==> config.mk <==
export PLATFORM = sky130hd
export DESIGN_NAME = seg_xlate_unit
export DESIGN_NICKNAME = d
export VERILOG_FILES = /design/src/rtl/seg_xlate_pkg.sv /design/src/rtl/seg_table.sv /design/src/rtl/seg_check.sv /design/src/rtl/seg_xlate_unit.sv
export SDC_FILE = /design/constraint.sdc
export NUM_CORES = 2
export LEC_CHECK = 0
export ABC_AREA = 1
export ABC_CLOCK_PERIOD_IN_PS = 4260
export BUFFER_PORTS_ARGS = -buffer_cell sky130_fd_sc_hd__buf_2
export CAP_MARGIN = 10
export CORE_MARGIN = 2
export CORE_UTILIZATION = 40
export CTS_CLUSTER_DIAMETER = 120
export DETAILED_ROUTE_END_ITERATION = 12
export MAX_ROUTING_LAYER = met4
export PLACE_DENSITY = 0.63
export SLEW_MARGIN = 20
export SYNTH_ARGS = -nofsm -noshare
export SYNTH_HDL_FRONTEND = slang
export SYNTH_SLANG_ARGS = --single-unit
==> constraint.sdc <==
create_clock -name clk -period 4.26 [get_ports clk]
set_input_delay 0.639 -clock clk [delete_from_list [all_inputs] [get_ports clk]]
set_output_delay 0.639 -clock clk [all_outputs]
set_load 0.03 [all_outputs]
==> src/rtl/seg_xlate_pkg.sv <==
package seg_xlate_pkg;

    typedef enum logic [1:0] {
        PERM_NONE  = 2'b00,
        PERM_READ  = 2'b01,
        PERM_WRITE = 2'b10,
        PERM_EXEC  = 2'b11
    } perm_t;

    typedef enum logic [1:0] {
        KIND_READ  = 2'b00,
        KIND_WRITE = 2'b01,
        KIND_EXEC  = 2'b10,
        KIND_RSVD  = 2'b11
    } kind_t;

    typedef enum logic [1:0] {
        CAUSE_OK    = 2'b00,
        CAUSE_BOUND = 2'b01,
        CAUSE_PERM  = 2'b10
    } cause_t;

    // which access kinds each code admits
    function automatic logic perm_allows(perm_t p, kind_t k);
        logic ok;
        case (k)
            KIND_READ:  ok = (p != PERM_NONE);
            KIND_WRITE: ok = (p == PERM_WRITE);
            KIND_EXEC:  ok = (p == PERM_EXEC);
            default:    ok = 1'b0;
        endcase
        return ok;
    endfunction

endpackage

==> src/rtl/seg_table.sv <==
module seg_table
    import seg_xlate_pkg::*;
#(
    parameter int IDX_W  = 4,
    parameter int BASE_W = 32,
    parameter int SIZE_W = 28,
    localparam int N_SEG = 1 << IDX_W
) (
    input  logic              clk,
    input  logic              rst_n,
    input  logic              wr_en,
    input  logic [IDX_W-1:0]  wr_idx,
    input  logic [BASE_W-1:0] wr_base,
    input  logic [SIZE_W-1:0] wr_size,
    input  perm_t             wr_perm,
    input  logic [IDX_W-1:0]  lk_idx,
    output logic [BASE_W-1:0] lk_base,
    output logic [SIZE_W-1:0] lk_size,
    output perm_t             lk_perm,
    input  logic [IDX_W-1:0]  sv_idx,
    output logic [BASE_W-1:0] sv_base,
    output logic [SIZE_W-1:0] sv_size,
    output perm_t             sv_perm
);

    typedef struct packed {
        logic [BASE_W-1:0] base;
        logic [SIZE_W-1:0] size;
        perm_t             perm;
    } entry_t;

    entry_t ent [N_SEG];

    for (genvar g = 0; g < N_SEG; g++) begin : g_ent
        entry_t ent_d, ent_q;

        always_comb begin
            ent_d = ent_q;
            if (wr_en && (wr_idx == IDX_W'(g))) begin
                ent_d.base = wr_base;
                ent_d.size = wr_size;
                ent_d.perm = wr_perm;
            end
        end

        always_ff @(posedge clk or negedge rst_n) begin
            if (!rst_n) ent_q <= '0;
            else        ent_q <= ent_d;
        end

        assign ent[g] = ent_q;
    end

    always_comb begin
        lk_base = ent[lk_idx].base;
        lk_size = ent[lk_idx].size;
        lk_perm = ent[lk_idx].perm;
        sv_base = ent[sv_idx].base;
        sv_size = ent[sv_idx].size;
        sv_perm = ent[sv_idx].perm;
    end

endmodule

==> src/rtl/seg_check.sv <==
module seg_check
    import seg_xlate_pkg::*;
#(
    parameter int OFF_W  = 28,
    parameter int BASE_W = 32
) (
    input  logic [OFF_W-1:0]  offset,
    input  kind_t             kind,
    input  logic [BASE_W-1:0] base,
    input  logic [OFF_W-1:0]  size,
    input  perm_t             perm,
    output logic              fault,
    output cause_t            cause,
    output logic [BASE_W-1:0] paddr
);

    logic bound_bad;
    logic perm_bad;

    always_comb begin
        bound_bad = (offset >= size);
        perm_bad  = !perm_allows(perm, kind);
        fault     = bound_bad || perm_bad;
        // bound violation outranks permission violation
        if (bound_bad)     cause = CAUSE_BOUND;
        else if (perm_bad) cause = CAUSE_PERM;
        else               cause = CAUSE_OK;
        paddr = fault ? '0 : (base + BASE_W'(offset));
    end

endmodule

==> src/rtl/seg_xlate_unit.sv <==
module seg_xlate_unit
    import seg_xlate_pkg::*;
#(
    parameter int VA_W  = 32,
    parameter int IDX_W = 4,
    parameter int PA_W  = 32,
    localparam int OFF_W = VA_W - IDX_W
) (
    input  logic             clk,
    input  logic             rst_n,
    input  logic             tbl_wr_en,
    input  logic [IDX_W-1:0] tbl_wr_idx,
    input  logic [PA_W-1:0]  tbl_wr_base,
    input  logic [OFF_W-1:0] tbl_wr_size,
    input  logic [1:0]       tbl_wr_perm,
    input  logic [IDX_W-1:0] sv_idx,
    output logic [PA_W-1:0]  sv_base,
    output logic [OFF_W-1:0] sv_size,
    output logic [1:0]       sv_perm,
    input  logic             req_valid,
    input  logic [VA_W-1:0]  req_vaddr,
    input  logic [1:0]       req_kind,
    output logic             rsp_valid,
    output logic [PA_W-1:0]  rsp_paddr,
    output logic             rsp_fault,
    output logic [1:0]       rsp_cause
);

    typedef struct packed {
        logic            valid;
        logic            fault;
        cause_t          cause;
        logic [PA_W-1:0] paddr;
    } rsp_t;

    rsp_t rsp_d, rsp_q;

    logic [IDX_W-1:0] seg_idx;
    logic [OFF_W-1:0] seg_off;
    logic [PA_W-1:0]  lk_base;
    logic [OFF_W-1:0] lk_size;
    perm_t            lk_perm;
    perm_t            sv_perm_e;
    logic             chk_fault;
    cause_t           chk_cause;
    logic [PA_W-1:0]  chk_paddr;

    assign seg_idx = req_vaddr[VA_W-1 -: IDX_W];
    assign seg_off = req_vaddr[OFF_W-1:0];

    seg_table #(
        .IDX_W (IDX_W),
        .BASE_W(PA_W),
        .SIZE_W(OFF_W)
    ) i_table (
        .clk    (clk),
        .rst_n  (rst_n),
        .wr_en  (tbl_wr_en),
        .wr_idx (tbl_wr_idx),
        .wr_base(tbl_wr_base),
        .wr_size(tbl_wr_size),
        .wr_perm(perm_t'(tbl_wr_perm)),
        .lk_idx (seg_idx),
        .lk_base(lk_base),
        .lk_size(lk_size),
        .lk_perm(lk_perm),
        .sv_idx (sv_idx),
        .sv_base(sv_base),
        .sv_size(sv_size),
        .sv_perm(sv_perm_e)
    );

    assign sv_perm = sv_perm_e;

    seg_check #(
        .OFF_W (OFF_W),
        .BASE_W(PA_W)
    ) i_check (
        .offset(seg_off),
        .kind  (kind_t'(req_kind)),
        .base  (lk_base),
        .size  (lk_size),
        .perm  (lk_perm),
        .fault (chk_fault),
        .cause (chk_cause),
        .paddr (chk_paddr)
    );

    always_comb begin
        rsp_d = '0;
        if (req_valid) begin
            rsp_d.valid = 1'b1;
            rsp_d.fault = chk_fault;
            rsp_d.cause = chk_cause;
            rsp_d.paddr = chk_paddr;
        end
    end

    always_ff @(posedge clk or negedge rst_n) begin
        if (!rst_n) rsp_q <= '0;
        else        rsp_q <= rsp_d;
    end

    assign rsp_valid = rsp_q.valid;
    assign rsp_fault = rsp_q.fault;
    assign rsp_cause = rsp_q.cause;
    assign rsp_paddr = rsp_q.paddr;

endmodule

==> flow_summary.rst <==
.. list-table::
   :header-rows: 1

   * - Metric
     - Value
   * - Status
     - finished, final reports clean
   * - Fraction of final layout cells sized beyond drive strength 1
     - roughly 8.3%
   * - Maximum buffer depth of the clock tree
     - 3
   * - Switch share
     - about 33%
   * - Path depth of the worst reg2reg path
     - 16
   * - Share of the yosys chip area belonging to registers
     - between 40 and 50%
   * - Antenna violations before repair
     - 12
   * - Critical Path Source Type
     - primary input
   * - 1st-iter DRT viols
     - 7,198
   * - Critical path endpoint category
     - primary output
   * - Total of flip-flops plus latches after synthesis
     - roughly 1.0k
   * - Setup TNS
     - 0 ps
   * - Final core occ
     - a little under half
   * - Pins over their slew limit
     - 0
   * - Overall power of the completed layout
     - just under 30 mW
   * - Detailed Place HPWL
     - 127,800 um
   * - Area grow syn2layout
     - 12.05%
   * - Wire length after detailed routing
     - approximately 210,000 um
   * - Number of enable-type register cells in the synthesized netlist
     - 0
   * - Die Ht
     - 380.6 um
   * - Synth warn
     - 0
   * - Starting density of the core
     - 40.20%
   * - Number of setup buffers added after CTS
     - 0
   * - Max IR drop VDD
     - approximately 0.00034 V
   * - Post-synthesis cell area
     - 0.05672 mm2
   * - Drt via density
     - about 5.8
   * - Met3 Use GR
     - between 4 and 5%
   * - Fraction of the mapped netlist area in adder cells
     - roughly 1.3%
   * - Commonest non-fill, non-tap cells in the layout
     - sky130_fd_sc_hd__o21ai_0, sky130_fd_sc_hd__nand2_1, sky130_fd_sc_hd__dfrtp_1, sky130_fd_sc_hd__a21oi_1, sky130_fd_sc_hd__inv_1
   * - XOR/XNOR share of the synthesized area
     - 0.3397%
   * - Slew at the pin closest to its max-slew limit
     - around 930 ps
   * - Remaining global-route overflow
     - 0
   * - Drt wl/cell
     - between 20 and 25 um
   * - Final Hold Vio Count
     - 0
   * - Later-pin clock latency in the skew report
     - between 700 and 800 ps
   * - Maximum clock rate
     - between 200 and 300 MHz
   * - Share of total power in the clock network
     - around a third
   * - Mean Syn Cell Area
     - 7.503 um2
   * - Total Nets Final
     - between 7k and 8k
   * - # resized after CTS
     - 0
   * - I/O Pins
     - 206
   * - Maximum number of pins on one net before global-route repair
     - approximately 150
   * - Data required time of the critical path
     - 3620 ps
   * - Shortest period the worst path allows
     - ~3600 ps
   * - Maxcap violations
     - 0
   * - Static leakage power
     - roughly 30 nW
   * - Post-detailed-route count of antenna-violating nets
     - 0
   * - Fin area
     - 0.06355 mm2
   * - Count of buffers from port buffering
     - between 200 and 250
   * - Async SR Flop Fraction
     - 100.0%
   * - Synth Net Count
     - between 7k and 8k
   * - Worst Path Max Fanout
     - just under 80
   * - Die outline area
     - about 0.14 mm2
   * - Minimum setup slack in the final design
     - approximately 660 ps
   * - Number of instances on the worst hold path
     - 1
   * - Post-route DRC
     - 0
   * - Net Sw Power
     - ~10 mW
   * - Layout filler cell count
     - ~14k
   * - Area fraction in compound gates after synthesis
     - roughly 29%
   * - CTS tree
     - built
   * - Met2 routing resource usage after global routing
     - 43.51%
   * - Internal power of the cells
     - between 15 and 20 mW
   * - Category of the critical setup timing path
     - primary input to primary output
   * - Vias in the first global route
     - 50.90k
   * - Share of synthesized area spent on multiplexers
     - less than 1%
   * - Worst min path class
     - primary input to flop
   * - Die outline width
     - between 300 and 400 um
   * - Setup repair after global routing missed its margin
     - no
   * - Met1 Usage GRT
     - 39.70%
   * - Setup slack at placement
     - 193.4 ps
   * - Number of buffers created by CTS
     - 112
   * - Post-synth top flop
     - sky130_fd_sc_hd__dfrtp_1
   * - Power density over the cells
     - around 470 mW/mm2
   * - Most frequent standard cell in the layout excluding fill and tap cells
     - sky130_fd_sc_hd__o21ai_0
   * - Proportion of power drawn by flip-flops and latches
     - ~44%
   * - Post-DP Area
     - 0.05968 mm2
   * - Post-synth cell types
     - 39
   * - Number of hold buffers added after cts
     - 1
   * - Headroom to the max-slew limit
     - between 30% and 40%
   * - GR Util All Layers
     - slightly below 30%
   * - Number of sinks driven by the clock tree
     - just over 1k
   * - Ratio of final minimum period to clock period
     - a little over four fifths
   * - Cells after Synth
     - approximately 7.6k
   * - Number of setup violations in the final report
     - 0
   * - Number of optimization iterations in the first detailed-route pass
     - 8
   * - Setup Skew
     - between 20 and 30 ps
   * - Core ar.
     - roughly 0.14 mm2
   * - Highest-utilization routing layer at the global route stage
     - met2
   * - Level count of the clock H-tree
     - 3
   * - Gate power share
     - a little over a fifth
   * - # rows
     - roughly 140
   * - Dominant combinational cell family by area after synthesis
     - compound AO/OA/AOI/OAI gates
   * - Overall via count from detail_route
     - roughly 54k
   * - Clock-pin transition on the worst setup and hold timing paths
     - ~50 ps
   * - Placer congestion estimate
     - a little over 0.9
   * - CTS root buf
     - sky130_fd_sc_hd__clkbuf_16
   * - CP arrival
     - roughly 3000 ps
   * - Global-route wire length before repair
     - around 320,000 um
   * - Simple-gate share of the synthesized area
     - about 14%
==> worst max-delay path, stage by stage <==
cell and delay (ps):
sky130_fd_sc_hd__buf_8 470, sky130_fd_sc_hd__buf_12 370, sky130_fd_sc_hd__buf_12 290, sky130_fd_sc_hd__o21ai_0 130
sky130_fd_sc_hd__a21oi_1 130, sky130_fd_sc_hd__o22ai_1 90, sky130_fd_sc_hd__o21ai_0 290, sky130_fd_sc_hd__buf_4 210
sky130_fd_sc_hd__buf_2 210
==> synth_stat cells, drive strengths merged (59+ instances only) <==
cell type	instances	area, um2
o221ai	149	1305
nand2	1471	5527
inv	601	2256
a21oi	652	3282
o211ai	131	983.4
buf	173	904.6
ha	59	738.2
nand3	208	1046
nor2	319	1272
dfrtp	1028	25720
o21ai	2117	10600
clkbuf	504	1892
==> power by group through the flow <==
stage               clock (mW)  combinational [mW]  sequential [mW]
finish                    10.2                6.28             13.1
global route              10.8                7.18             13.3
CTS                       10.3                6.25             13.0
detailed placement           0                6.24             13.2
global placement             0                6.08             13.1
floorplan                    0                4.31             12.8
==> per-layer routing <==
layer / up-vias / share of wire [%]
met5: - / 0
met4: 0 / 5.5
met3: 481 / 9.0
met2: 2681 / 43
met1: 26080 / 42
li1: 25250 / -
==> sequential cells by signal (all words and copies together), names as in the netlist <==
signal,count
rsp_valid,1
i_table.ent,992
rsp_fault,1
rsp_cause,2
rsp_paddr,32
==> cell families (layout without fill, tap and decap cells) <==
group / count (synthesis) / after routing
AND/OR/NAND/NOR: 2029 / 2029
multiplexers: 51 / 51
buffers and inverters: 1279 / 1202
adder cells (fa/ha/maj): 60 / 60
other: 0 / 7
flip-flops: 1028 / 1028
XOR/XNOR: 22 / 22
AO/OA/AOI/OAI: 3090 / 3090
==> path summary, 6_finish.rpt <==
path | start | end | slack (ps)
setup / recovery | sv_idx[1] | sv_size[9] | 660
hold / removal | req_valid | rsp_valid | 110
setup reg to reg | i_table.ent[644] | rsp_paddr[31] | 1060
hold reg to reg | i_table.ent[637] | i_table.ent[637] | 480
max in group asynchronous | rst_n | i_table.ent[931] | 2450
min in group asynchronous | rst_n | i_table.ent[414] | 520
==> metrics by stage <==
step / std cells / hold slack [ps]
2_1_floorplan: 7559 / 343.4
3_3_place_gp: 9159 / 466.3
3_5_place_dp: 9159 / 472.5
4_1_cts: 9372 / 67.63
5_1_grt: 9376 / 90.84
6_report: 9379 / 107.7
==> final cells by class <==
cell class | instances | area [um2] | share of cell area (%)
repair buffers | 388 | 3242 | 5.101
clock inverters | 46 | 490.5 | 0.7718
well taps | 1890 | 2365 | 3.721
clock buffers | 166 | 3337 | 5.251
inverters | 602 | 2283 | 3.593
multi-input cells | 5252 | 26090 | 41.06
flip-flops and latches | 1028 | 25720 | 40.48
diodes | 7 | 17.52 | 0.02756
No activity file was read; power rests on OpenSTA's default activity.
